`config.mk`:
```
export PLATFORM = sky130hd
export DESIGN_NAME = perf_counter_bank
export DESIGN_NICKNAME = d
export VERILOG_FILES = /design/src/rtl/perf_counter_bank.sv
export SDC_FILE = /design/constraint.sdc
export NUM_CORES = 1
export LEC_CHECK = 0
export CELL_PAD_IN_SITES_DETAIL_PLACEMENT = 1
export CELL_PAD_IN_SITES_GLOBAL_PLACEMENT = 1
export CORE_MARGIN = 1
export CORE_UTILIZATION = 40
export CTS_BUF_LIST = sky130_fd_sc_hd__clkbuf_4 sky130_fd_sc_hd__clkbuf_8 sky130_fd_sc_hd__clkbuf_16
export DETAILED_ROUTE_END_ITERATION = 10
export HOLD_SLACK_MARGIN = 0.1
export PLACE_DENSITY_LB_ADDON = 0.1
export SKIP_LAST_GASP = 1
export SLEW_MARGIN = 30
export SYNTH_ARGS = -nofsm -noshare
export SYNTH_HDL_FRONTEND = slang
export SYNTH_SLANG_ARGS = --single-unit
```
`constraint.sdc`:
```
create_clock -name clk -period 5.95 [get_ports clk]
set_clock_uncertainty 0.1 [all_clocks]
set_input_delay 1.785 -clock clk [delete_from_list [all_inputs] [get_ports clk]]
set_output_delay 1.785 -clock clk [all_outputs]
set_load 0.02 [all_outputs]
```
`src/rtl/perf_counter_bank.sv`:
```
module perf_counter_bank #(
  parameter int NCNT = 4,
  parameter int NEVT = 16
) (
  input  logic            clk,
  input  logic            rst_n,
  input  logic            wr_en,
  input  logic [7:0]      addr,
  input  logic [31:0]     wdata,
  output logic [31:0]     rdata,
  input  logic [NEVT-1:0] evt_in,
  input  logic            cyc_tick,
  output logic            irq
);
  localparam logic [7:0] LINK = 8'h1E;
  localparam logic [7:0] A_CTRL = 8'h00, A_EN = 8'h01, A_OVF = 8'h02, A_MASK = 8'h03;
  localparam logic [7:0] A_CYLO = 8'h04, A_CYHI = 8'h05, A_CNT = 8'h08, A_SEL = 8'h10;
  localparam int EW = $clog2(NEVT);
  localparam logic [31:0] VALID = {1'b1, {(31-NCNT){1'b0}}, {NCNT{1'b1}}};

  logic                  gen_en;
  logic [31:0]           en_q, ovf_q, mask_q, ovf_set;
  logic [NCNT-1:0][31:0] cnt_q;
  logic [NCNT-1:0][7:0]  sel_q;
  logic [63:0]           cyc_q;
  logic [NCNT-1:0]       inc, wrap, cnt_wr;
  logic                  cyc_inc, cyc_wr_lo, cyc_wr_hi, cyc_wrap;

  function automatic logic hit(input logic [7:0] code, input logic [NEVT-1:0] ev);
    return (int'(code) < NEVT) && code != LINK && ev[code[EW-1:0]];
  endfunction

  for (genvar i = 0; i < NCNT; i++) begin : g_cnt
    logic raw;
    if (i % 2 == 1) begin : g_odd
      assign raw = (sel_q[i] == LINK) ? wrap[i-1] : hit(sel_q[i], evt_in);
    end else begin : g_even
      assign raw = hit(sel_q[i], evt_in);
    end
    assign cnt_wr[i] = wr_en && addr == A_CNT + 8'(i);
    assign inc[i]    = gen_en & en_q[i] & raw;
    assign wrap[i]   = inc[i] & (&cnt_q[i]) & ~cnt_wr[i];

    always_ff @(posedge clk) begin
      if (!rst_n) begin
        cnt_q[i] <= '0;
        sel_q[i] <= '0;
      end else begin
        if (cnt_wr[i]) cnt_q[i] <= wdata;
        else if (inc[i]) cnt_q[i] <= cnt_q[i] + 32'd1;
        if (wr_en && addr == A_SEL + 8'(i)) sel_q[i] <= wdata[7:0];
      end
    end
  end

  assign cyc_wr_lo = wr_en && addr == A_CYLO;
  assign cyc_wr_hi = wr_en && addr == A_CYHI;
  assign cyc_inc   = gen_en & en_q[31] & cyc_tick;
  assign cyc_wrap  = cyc_inc & (&cyc_q) & ~cyc_wr_lo & ~cyc_wr_hi;

  always_comb begin
    ovf_set = '0;
    ovf_set[NCNT-1:0] = wrap;
    ovf_set[31] = cyc_wrap;
  end

  always_ff @(posedge clk) begin
    if (!rst_n) begin
      gen_en <= 1'b0;
      en_q   <= '0;
      ovf_q  <= '0;
      mask_q <= '0;
      cyc_q  <= '0;
    end else begin
      if (wr_en && addr == A_CTRL) gen_en <= wdata[0];
      if (wr_en && addr == A_EN)   en_q   <= wdata & VALID;
      if (wr_en && addr == A_MASK) mask_q <= wdata & VALID;
      if (wr_en && addr == A_OVF)  ovf_q  <= (ovf_q & ~wdata) | ovf_set;
      else                         ovf_q  <= ovf_q | ovf_set;
      if (cyc_wr_lo || cyc_wr_hi) begin
        if (cyc_wr_lo) cyc_q[31:0]  <= wdata;
        if (cyc_wr_hi) cyc_q[63:32] <= wdata;
      end else if (cyc_inc) begin
        cyc_q <= cyc_q + 64'd1;
      end
    end
  end

  assign irq = |(ovf_q & mask_q);

  always_comb begin
    rdata = '0;
    case (addr)
      A_CTRL:  rdata = {31'b0, gen_en};
      A_EN:    rdata = en_q;
      A_OVF:   rdata = ovf_q;
      A_MASK:  rdata = mask_q;
      A_CYLO:  rdata = cyc_q[31:0];
      A_CYHI:  rdata = cyc_q[63:32];
      default: begin
        for (int i = 0; i < NCNT; i++) begin
          if (addr == A_CNT + 8'(i)) rdata = cnt_q[i];
          if (addr == A_SEL + 8'(i)) rdata = {24'b0, sel_q[i]};
        end
      end
    endcase
  end
endmodule

```
* Yosys cells after proc, flatten, opt, wreduce, memory -nomap -nowiden
Index checks and enable logic that the tools add are counted.
** Storage, ports and cells
- Register bits :: 267
- Output and inout port bits :: 33
- Word-level logic and storage cells :: 149
** Cells by class
- Add/subtract/negate cells :: 5
- $lt $le $gt $ge :: 8
- Eq/ne operators :: 21
- Multiplexer cells :: 32
- Bitwise logic cells :: 32
- Reduce and logical (&&, ||, !) cells :: 37
** Operators with widths (count)
- 2-to-1 mux 32 bit :: 19
- case mux 32 bit (6 select lines) :: 1
- adder 32 x 1 -> 32 bit (second input constant) :: 4
- 2-to-1 mux 64 bit :: 2
- AND reduction 32 bit :: 4
- adder 64 x 1 -> 64 bit (second input constant) :: 1
- bitwise AND 32 bit :: 2
- OR 32 bit :: 2
- AND reduction 64 bit :: 1
- equality test 8 x 5 -> 1 bit (second input constant) :: 6
- equality test 8 x 4 -> 1 bit (second input constant) :: 4
- less-than comparator 8 x 5 -> 1 bit (second input constant) :: 4
- inequality test 8 x 5 -> 1 bit (second input constant) :: 4
- NOT 32 bit :: 1
- OR reduction 32 bit :: 1
- logical AND 1 bit :: 22
- bitwise AND 1 bit :: 21
- less-than comparator 4 x 5 -> 1 bit (second input constant) :: 4
- binary-select mux 1 bit (select 4 bit) :: 4
- equality test 8 x 2 -> 1 bit (second input constant) :: 2
- equality test 8 x 3 -> 1 bit (second input constant) :: 2
- nonzero test 2 bit :: 5
- equality test 8 x 1 -> 1 bit (second input constant) :: 1
- logical NOT 8 bit :: 1
- other kinds (5) :: 17

* Longest topological paths before layout
Gate-level depths: netlist of run 1.
- Depth in word-level cells :: 12
- Depth in mapped cells :: 10

* Worst setup path after synthesis of run 1
No wires, ideal clock.
- Path type :: input to output
- Start point :: in addr[2]
- End point :: out rdata[4]
- Data arrival time :: 4.075 ns
- Data required time :: 4.065 ns
- Setup slack :: -0.010 ns
- Stages on the path :: 9
- Cell sequence :: or4_1 -> or2_2 -> clkbuf_1 -> nor2_1 -> clkbuf_1 -> a21oi_1 -> o21ai_0 -> a22oi_1 -> o21ai_0
** Between the ends
- Cells in the longest elaborated chain, start to end :: 10
- Elaborated cells on any way between the ends :: 23
** Ends and longest elaborated chain
- from (decl) :: line 8 : input logic [7:0] addr,
- equality test 8 x 4 -> 1 bit :: line 102 : if (addr == A_CNT + 8'(i)) rdata = cnt_q[i];
- 2-to-1 mux 32 bit :: line 102
- 2-to-1 mux 32 bit :: line 103 : if (addr == A_SEL + 8'(i)) rdata = {24'b0, sel_q[i]};
- 2-to-1 mux 32 bit :: line 102
- 2-to-1 mux 32 bit :: line 103
- 2-to-1 mux 32 bit :: line 102
- 2-to-1 mux 32 bit :: line 103
- 2-to-1 mux 32 bit :: line 102
- 2-to-1 mux 32 bit :: line 103
- case mux 32 bit (6 select lines) * :: line 93 : case (addr)
- to (decl) :: line 10 : output logic [31:0] rdata,
Mark *: on every way between the ends. The rest lies on a longest branch, timed or not.

* Worst setup path in the final report of run 1
- Start point :: in addr[5]
- End point :: out rdata[4]
Same word-level chain as after synthesis.

==> metrics, run 1 <==
final core occ=0.490; Die Y=206 um; Fin. Hold Viols=0; top area cells in the synthesized netlist=dfxtp_1, o21ai_0, a21oi_1, nand2_1, nor2_1; CTS root buffer=clkbuf_16; Cell Area, Placed=18,600 sq um; layout cells sized above 1=0.129; Crit Path Max Fanout=4; drt drc=0; Max-slew headroom=0.323; drt first pass iters=8; RR Startpoint=gen_en; Crit. Startpoint=addr[5]; Worst-path clk slew=0.05 ns; RSZ-0062 raised after global routing=yes; vias per cell=6.54; FFs w/ async S/R, synth=0; Worst setup EP type=output pin; Avg Cell Area, Syn=7.45 sq um; # diodes=0; GRT Total Usage=0.365; CTS Buffer Depth=3; sequential element share of the synthesized area=0.322; Max Freq=0.168 GHz; critical path type=input pin to output pin; r2r endpoint=cnt_q[90]; Die ar.=42,300 sq um; Cell Rows=74; startpoint of the worst hold path=ovf_q[22]; total grt overflow=0; hpwl dp=55,700 um; pin count of the biggest net entering global routing=86; H-tree depth=2; Ports=93; routability cong.=0.948; hold buffer count at cts=0; core area=40,800 sq um; startpoint types=input pin; Worst VDD drop=171 uV; #FFs+latches synth=267; setup TNS=0 ns; CTS tree=yes; Yosys warning count=0; Syn Std Cell Area=16,600 sq um; fin area=20,000 sq um; CP arrival=4.05 ns; Area Overhead vs Synth=20.7%; Pleak=6.44 nW; Die W=206 um; area share of the largest cell type after synthesis=0.322; Int Pwr=3.26 mW; Final ANT Viol Nets=0; clk_lat worst skew=0.55 ns; post-synth top area cell=dfxtp_1; Power Density=216 nW/um^2; share of total power in combinational logic=0.064; Hold Crit Class=flip-flop to flip-flop; Max-cap violations=0; clock network power share=0.520; worst-margin pin slew=1.01 ns; routed len/inst=27.0 um; Critical Path RT=4.07 ns; wirelength, routed=77,600 um; initial core utilization=0.406; first-pass GRT wire length=116,000 um; via count=18,800; net switching power figure=1.06 mW; Final setup viols=0; minimum clock period=5.94 ns; EDFF count, synth=0; sequential power share=0.416; Mapped Cells=2,226; Final Total Pwr=4.32 mW; Num CTS Buffers=34; post-synthesis cell type count=80; Starting DRT DRC Count=1,827; syn_nets=2,291; r2r worst-path depth=7; status=completed; Period Utilization, post-route=0.998; clock tree sinks=267; IO Port Bufs=92; Slew Limit Fails=0; nets=2,376; vias in the first global route=18,400; flop2flop setup slack=2.33 ns; CP endpoint=rdata[4]; antenna violations before repair=0; Post-synth top flop=dfxtp_1; Net Sw Frac=0.246
## worst min path at each step
stage | to | slack [ns] | cells after the start
3_5_place_dp | ovf_q[21] | 0.32 | 2
5_1_grt | ovf_q[27] | 0.35 | 2
3_3_place_gp | ovf_q[28] | 0.32 | 2
2_1_floorplan | ovf_q[4] | 0.31 | 2
4_1_cts | ovf_q[21] | 0.33 | 2
6_report | ovf_q[22] | 0.34 | 2
## power by group through the flow
stage | combinational (mW) | clock [mW] | sequential [mW]
2_1_floorplan | 0.102 | 0 | 1.83
5_1_grt | 0.286 | 2.34 | 1.79
3_5_place_dp | 0.265 | 0 | 1.83
6_report | 0.276 | 2.25 | 1.79
3_3_place_gp | 0.262 | 0 | 1.83
4_1_cts | 0.269 | 2.27 | 1.79
## flip-flops by register name, summed over array words and instances, names as in the netlist
signal	flops
mask_q	5
gen_en	1
cnt_q	128
cyc_q	64
ovf_q	32
sel_q	32
en_q	5
## layout make-up
type	count	area, sq um
Clock buffer	55	1120
Clock inverter	6	90.1
Fill cell	5006	20800
Inverter	37	140
Multi-Input combinational cell	1753	10600
Sequential cell	267	5350
Tap cell	532	666
Timing Repair Buffer	218	2010
## what timing repair did
item                       in CTS  in global routing
resized for setup             166                 18
setup endpoints to repair      32                 24
buffers inserted                5                  2
cloned                          1                  0
pin swaps                      14                  8
## layout by cell type (no fill, tap or decap), types with 8 or more instances in the layout
cell type and count:
a31oi_1 45, clkdlybuf4s15_2 17, buf_2 8, clkdlybuf4s50_1 50, xnor2_1 53, o31ai_1 17
buf_12 11, dfxtp_1 267, and2_1 18, clkbuf_16 35, a222oi_1 10, o22ai_1 8
a21oi_1 219, and4_1 21, nor4_1 17, nand2b_1 12, o211ai_1 8, inv_1 35
and3_1 35, or3_1 34, nand2_1 225, nor3_1 49, o21ai_1 19, nand4_1 49
mux4_2 13, or4_1 12, o21ai_0 216, a221oi_1 17, xor2_1 27, nand3_1 105
clkbuf_8 15, a22oi_1 40, a311oi_1 12, nor2b_1 12, buf_4 117, nor2_1 202
a211oi_1 34, mux2i_1 74
## worst max-delay path: stages
cell           delay [ns]
dlygate4sd2_1        0.26
or4_4                0.58
buf_4                0.17
or3_1                0.34
nor2_1               0.13
buf_4                0.20
buf_6                0.12
a222oi_1             0.09
o21ai_1              0.19
buf_4                0.19
## per-layer routing
layer	wire, um	vias to the layer above	global-route usage
li1	-	8441	-
met1	33100	9374	0.479
met2	35800	773	0.595
met3	5090	183	0.0461
met4	3580	0	0.168
met5	0	-	0
## Yosys cell counts, types with 5 or more instances
master     number
o221ai_1        6
clkbuf_1      144
a222oi_1       10
dfxtp_1       267
and3_1         36
nand4_1        49
nor2_1        207
mux4_2         13
a22oi_1        41
and4_1         21
o21ai_0       237
a221oi_1       18
a2111oi_0       6
nor3_1         55
o221a_2         5
a211oi_1       36
nor2b_1        12
nor3b_1         5
ha_1            5
nand3_1       108
xnor2_1        53
a32o_1          5
nand2_1       229
or4_1          14
o21a_1          7
buf_1          15
a21o_1          5
and2_1         18
o22ai_1         8
a31oi_1        45
nand2b_1       12
nand3b_1        6
nor4_1         20
inv_1          36
o31ai_1        18
o211ai_1        8
a311oi_1       12
buf_2           6
mux2_2          6
xor2_1         27
a21oi_1       221
mux2i_1        74
or3_1          35
## per-stage QoR
stage                     worst slack [ns]  cells  hold slack [ns]
final                               0.0141   2868            0.335
after global routing               -0.0180   2868            0.349
after CTS                          -0.0773   2866            0.332
after detailed placement            -0.674   2799            0.322
after global placement              -0.710   2799            0.317
after floorplan                      0.144   2226            0.312
## kinds of logic after synthesis
| logic type | after synthesis | share of synthesized area |
|---|---|---|
| mux | 95 | 0.0686 |
| buf+inv | 206 | 0.0481 |
| fa+ha+maj | 5 | 0.00377 |
| simple gates | 845 | 0.249 |
| flops | 267 | 0.322 |
| compound gates | 728 | 0.266 |
| xor+xnor | 80 | 0.0422 |
Note: power is estimated with default switching activity, not from simulation.
==> run 2, diff against run 1 <==
--- a/config.mk
+++ b/config.mk
@@ -9,7 +9,6 @@
 export CELL_PAD_IN_SITES_GLOBAL_PLACEMENT = 1
 export CORE_MARGIN = 1
 export CORE_UTILIZATION = 40
-export CTS_BUF_LIST = sky130_fd_sc_hd__clkbuf_4 sky130_fd_sc_hd__clkbuf_8 sky130_fd_sc_hd__clkbuf_16
 export DETAILED_ROUTE_END_ITERATION = 10
 export HOLD_SLACK_MARGIN = 0.1
 export PLACE_DENSITY_LB_ADDON = 0.1
==> run 2 against run 1 <==
Effect of this change: die area stayed put; design area barely moved; non-clock buffer count stayed put; first-iteration DRC count shrank 7.6%; via count decreased by 0.14%; flip-flop and latch count stayed put; worst setup slack improved by 0.024 ns; critical path type unchanged; critical path depth unchanged; power fell by 0.60%; critical endpoint unchanged; worst hold slack got worse by 0.00088 ns; largest cell class unchanged; final cell count is the same; sequential share of layout area about the same.
==> metrics, run 2 (synthesized netlist as in run 1, its figures left out) <==
drt drc=0; FILL cells=5,009; Worst-path clk slew=0.05 ns; CP arrival=4.03 ns; max FFs per register=128; CP dominant cell by count=buf_4; Pleak=6.42 nW; layout cells sized above 1=0.127; cell family with most CP delay=simple AND/OR/NAND/NOR gates; status=completed; area occupied by multi-input gates=10,600 sq um; clk_lat worst skew=0.55 ns; CP max stage delay=0.57 ns; Die ar.=42,300 sq um; vias per cell=6.54; DP Worst Slack=-0.674 ns; nets=2,376; register area=5350 sq um; GRT Total Usage=0.365; Worst VDD drop=170 uV; wirelength, routed=77,600 um; Hold Crit Class=flip-flop to flip-flop; CTS tree=yes; Final ANT Viol Nets=0; Fin. Hold Viols=0; setup slack after layout=0.0385 ns; CTS Buffer Depth=3; Slowest-stage cell, CP=or4_4; drt first pass iters=6; vias in the first global route=18,400; Num CTS Buffers=34; clock tree sinks=267; Critical Path RT=4.07 ns; critical path type=input pin to output pin; IO Port Bufs=92; Ports=93; via count=18,700; Area Overhead vs Synth=20.6%; initial core utilization=0.406; Max-cap violations=0; startpoint types=input pin; Crit Path Max Fanout=4; Final setup viols=0; first-pass GRT wire length=116,000 um; Power Density=215 nW/um^2; Worst setup EP type=output pin; Cell Rows=74; hold buffer count at cts=0; leading cell types in the layout, fill and taps excluded=dfxtp_1, nand2_1, a21oi_1; minimum clock period=5.91 ns; core area=40,800 sq um; routability cong.=0.948; final core occ=0.490; Slew Limit Fails=0; CTS root buffer=clkbuf_16; hpwl dp=55,700 um; worst-margin pin slew=1.02 ns; Die Y=206 um; pin count of the biggest net entering global routing=86; # diodes=0; H-tree depth=2; antenna violations before repair=0; total grt overflow=0; Max Freq=0.169 GHz; routed len/inst=27.0 um; commonest non-fill, non-tap cell in the layout=dfxtp_1; Max-slew headroom=0.320; RSZ-0062 raised after global routing=yes; Starting DRT DRC Count=1,689; Largest Register=cnt_q; Period Utilization, post-route=0.994; critical path buffer and inverter count=5; critical-path cell list=dlygate4sd2_1 > or4_4 > buf_4 > or3_1 > nor2_1 > buf_4 > buf_6 > a222oi_1 > o21ai_1 > buf_4; Regs by FF count=cnt_q: 128 flops, cyc_q: 64 flops; Die W=206 um
-- run 2: worst paths after layout --
kind	startpoint	endpoint	slack (ns)	cells past startpoint
worst max-delay path	addr[5]	rdata[4]	0.04	10
worst min register to register	ovf_q[22]	ovf_q[22]	0.33	2
worst min-delay path	ovf_q[22]	ovf_q[22]	0.33	2
worst max register to register	gen_en	cnt_q[90]	2.33	7
-- run 2: worst reg2reg max path: cells and delay by family (launching register included) --
kind / cells / cell delay, ns
AND/OR/NAND/NOR: 5 / 2.37
flip-flops: 1 / 0.64
AO/OA/AOI/OAI: 2 / 0.45
-- run 2: per-stage QoR --
step	cells	setup TNS [ns]	hold WS, ns	area [sq um]	total power [mW]
finish	2868	0	0.335	20000	4.29
global placement	2799	-14.80	0.317	18600	2.10
floorplan	2226	0	0.312	16600	1.93
global route	2868	-0.0455	0.349	20000	4.39
detailed placement	2799	-16.37	0.322	18600	2.10
CTS	2866	-0.139	0.332	19900	4.31
-- run 2: layout make-up --
type                            instances  share of cell area
Tap cell                              532              0.0333
Clock inverter                          6             0.00450
Timing Repair Buffer                  218               0.101
Multi-Input combinational cell       1753               0.532
Sequential cell                       267               0.267
Inverter                               37             0.00701
Clock buffer                           55              0.0551
-- run 2: per-layer routing --
| metal | track usage | wire length (um) | vias up |
|---|---|---|---|
| met1 | 0.479 | 33200 | 9395 |
| met2 | 0.595 | 35900 | 728 |
| met5 | 0 | 0 | - |
| met4 | 0.168 | 3560 | 0 |
| met3 | 0.0461 | 4920 | 176 |
| li1 | - | - | 8446 |
-- run 2: where the power goes --
| group | switching (mW) | total (mW) | leakage [nW] | internal [mW] |
|---|---|---|---|---|
| Clock | 0.868 | 2.22 | 0.586 | 1.35 |
| Sequential | 0.00418 | 1.79 | 2.15 | 1.79 |
| Combinational | 0.186 | 0.276 | 3.69 | 0.0898 |
| Total | 1.06 | 4.29 | 6.42 | 3.23 |
-- run 2: what timing repair did --
item	CTS	global route
gates cloned	1	0
hold endpoints to repair	0	0
pin swaps	14	8
setup buffers	5	2
endpoints found under the setup margin	32	24
resized for setup	166	18
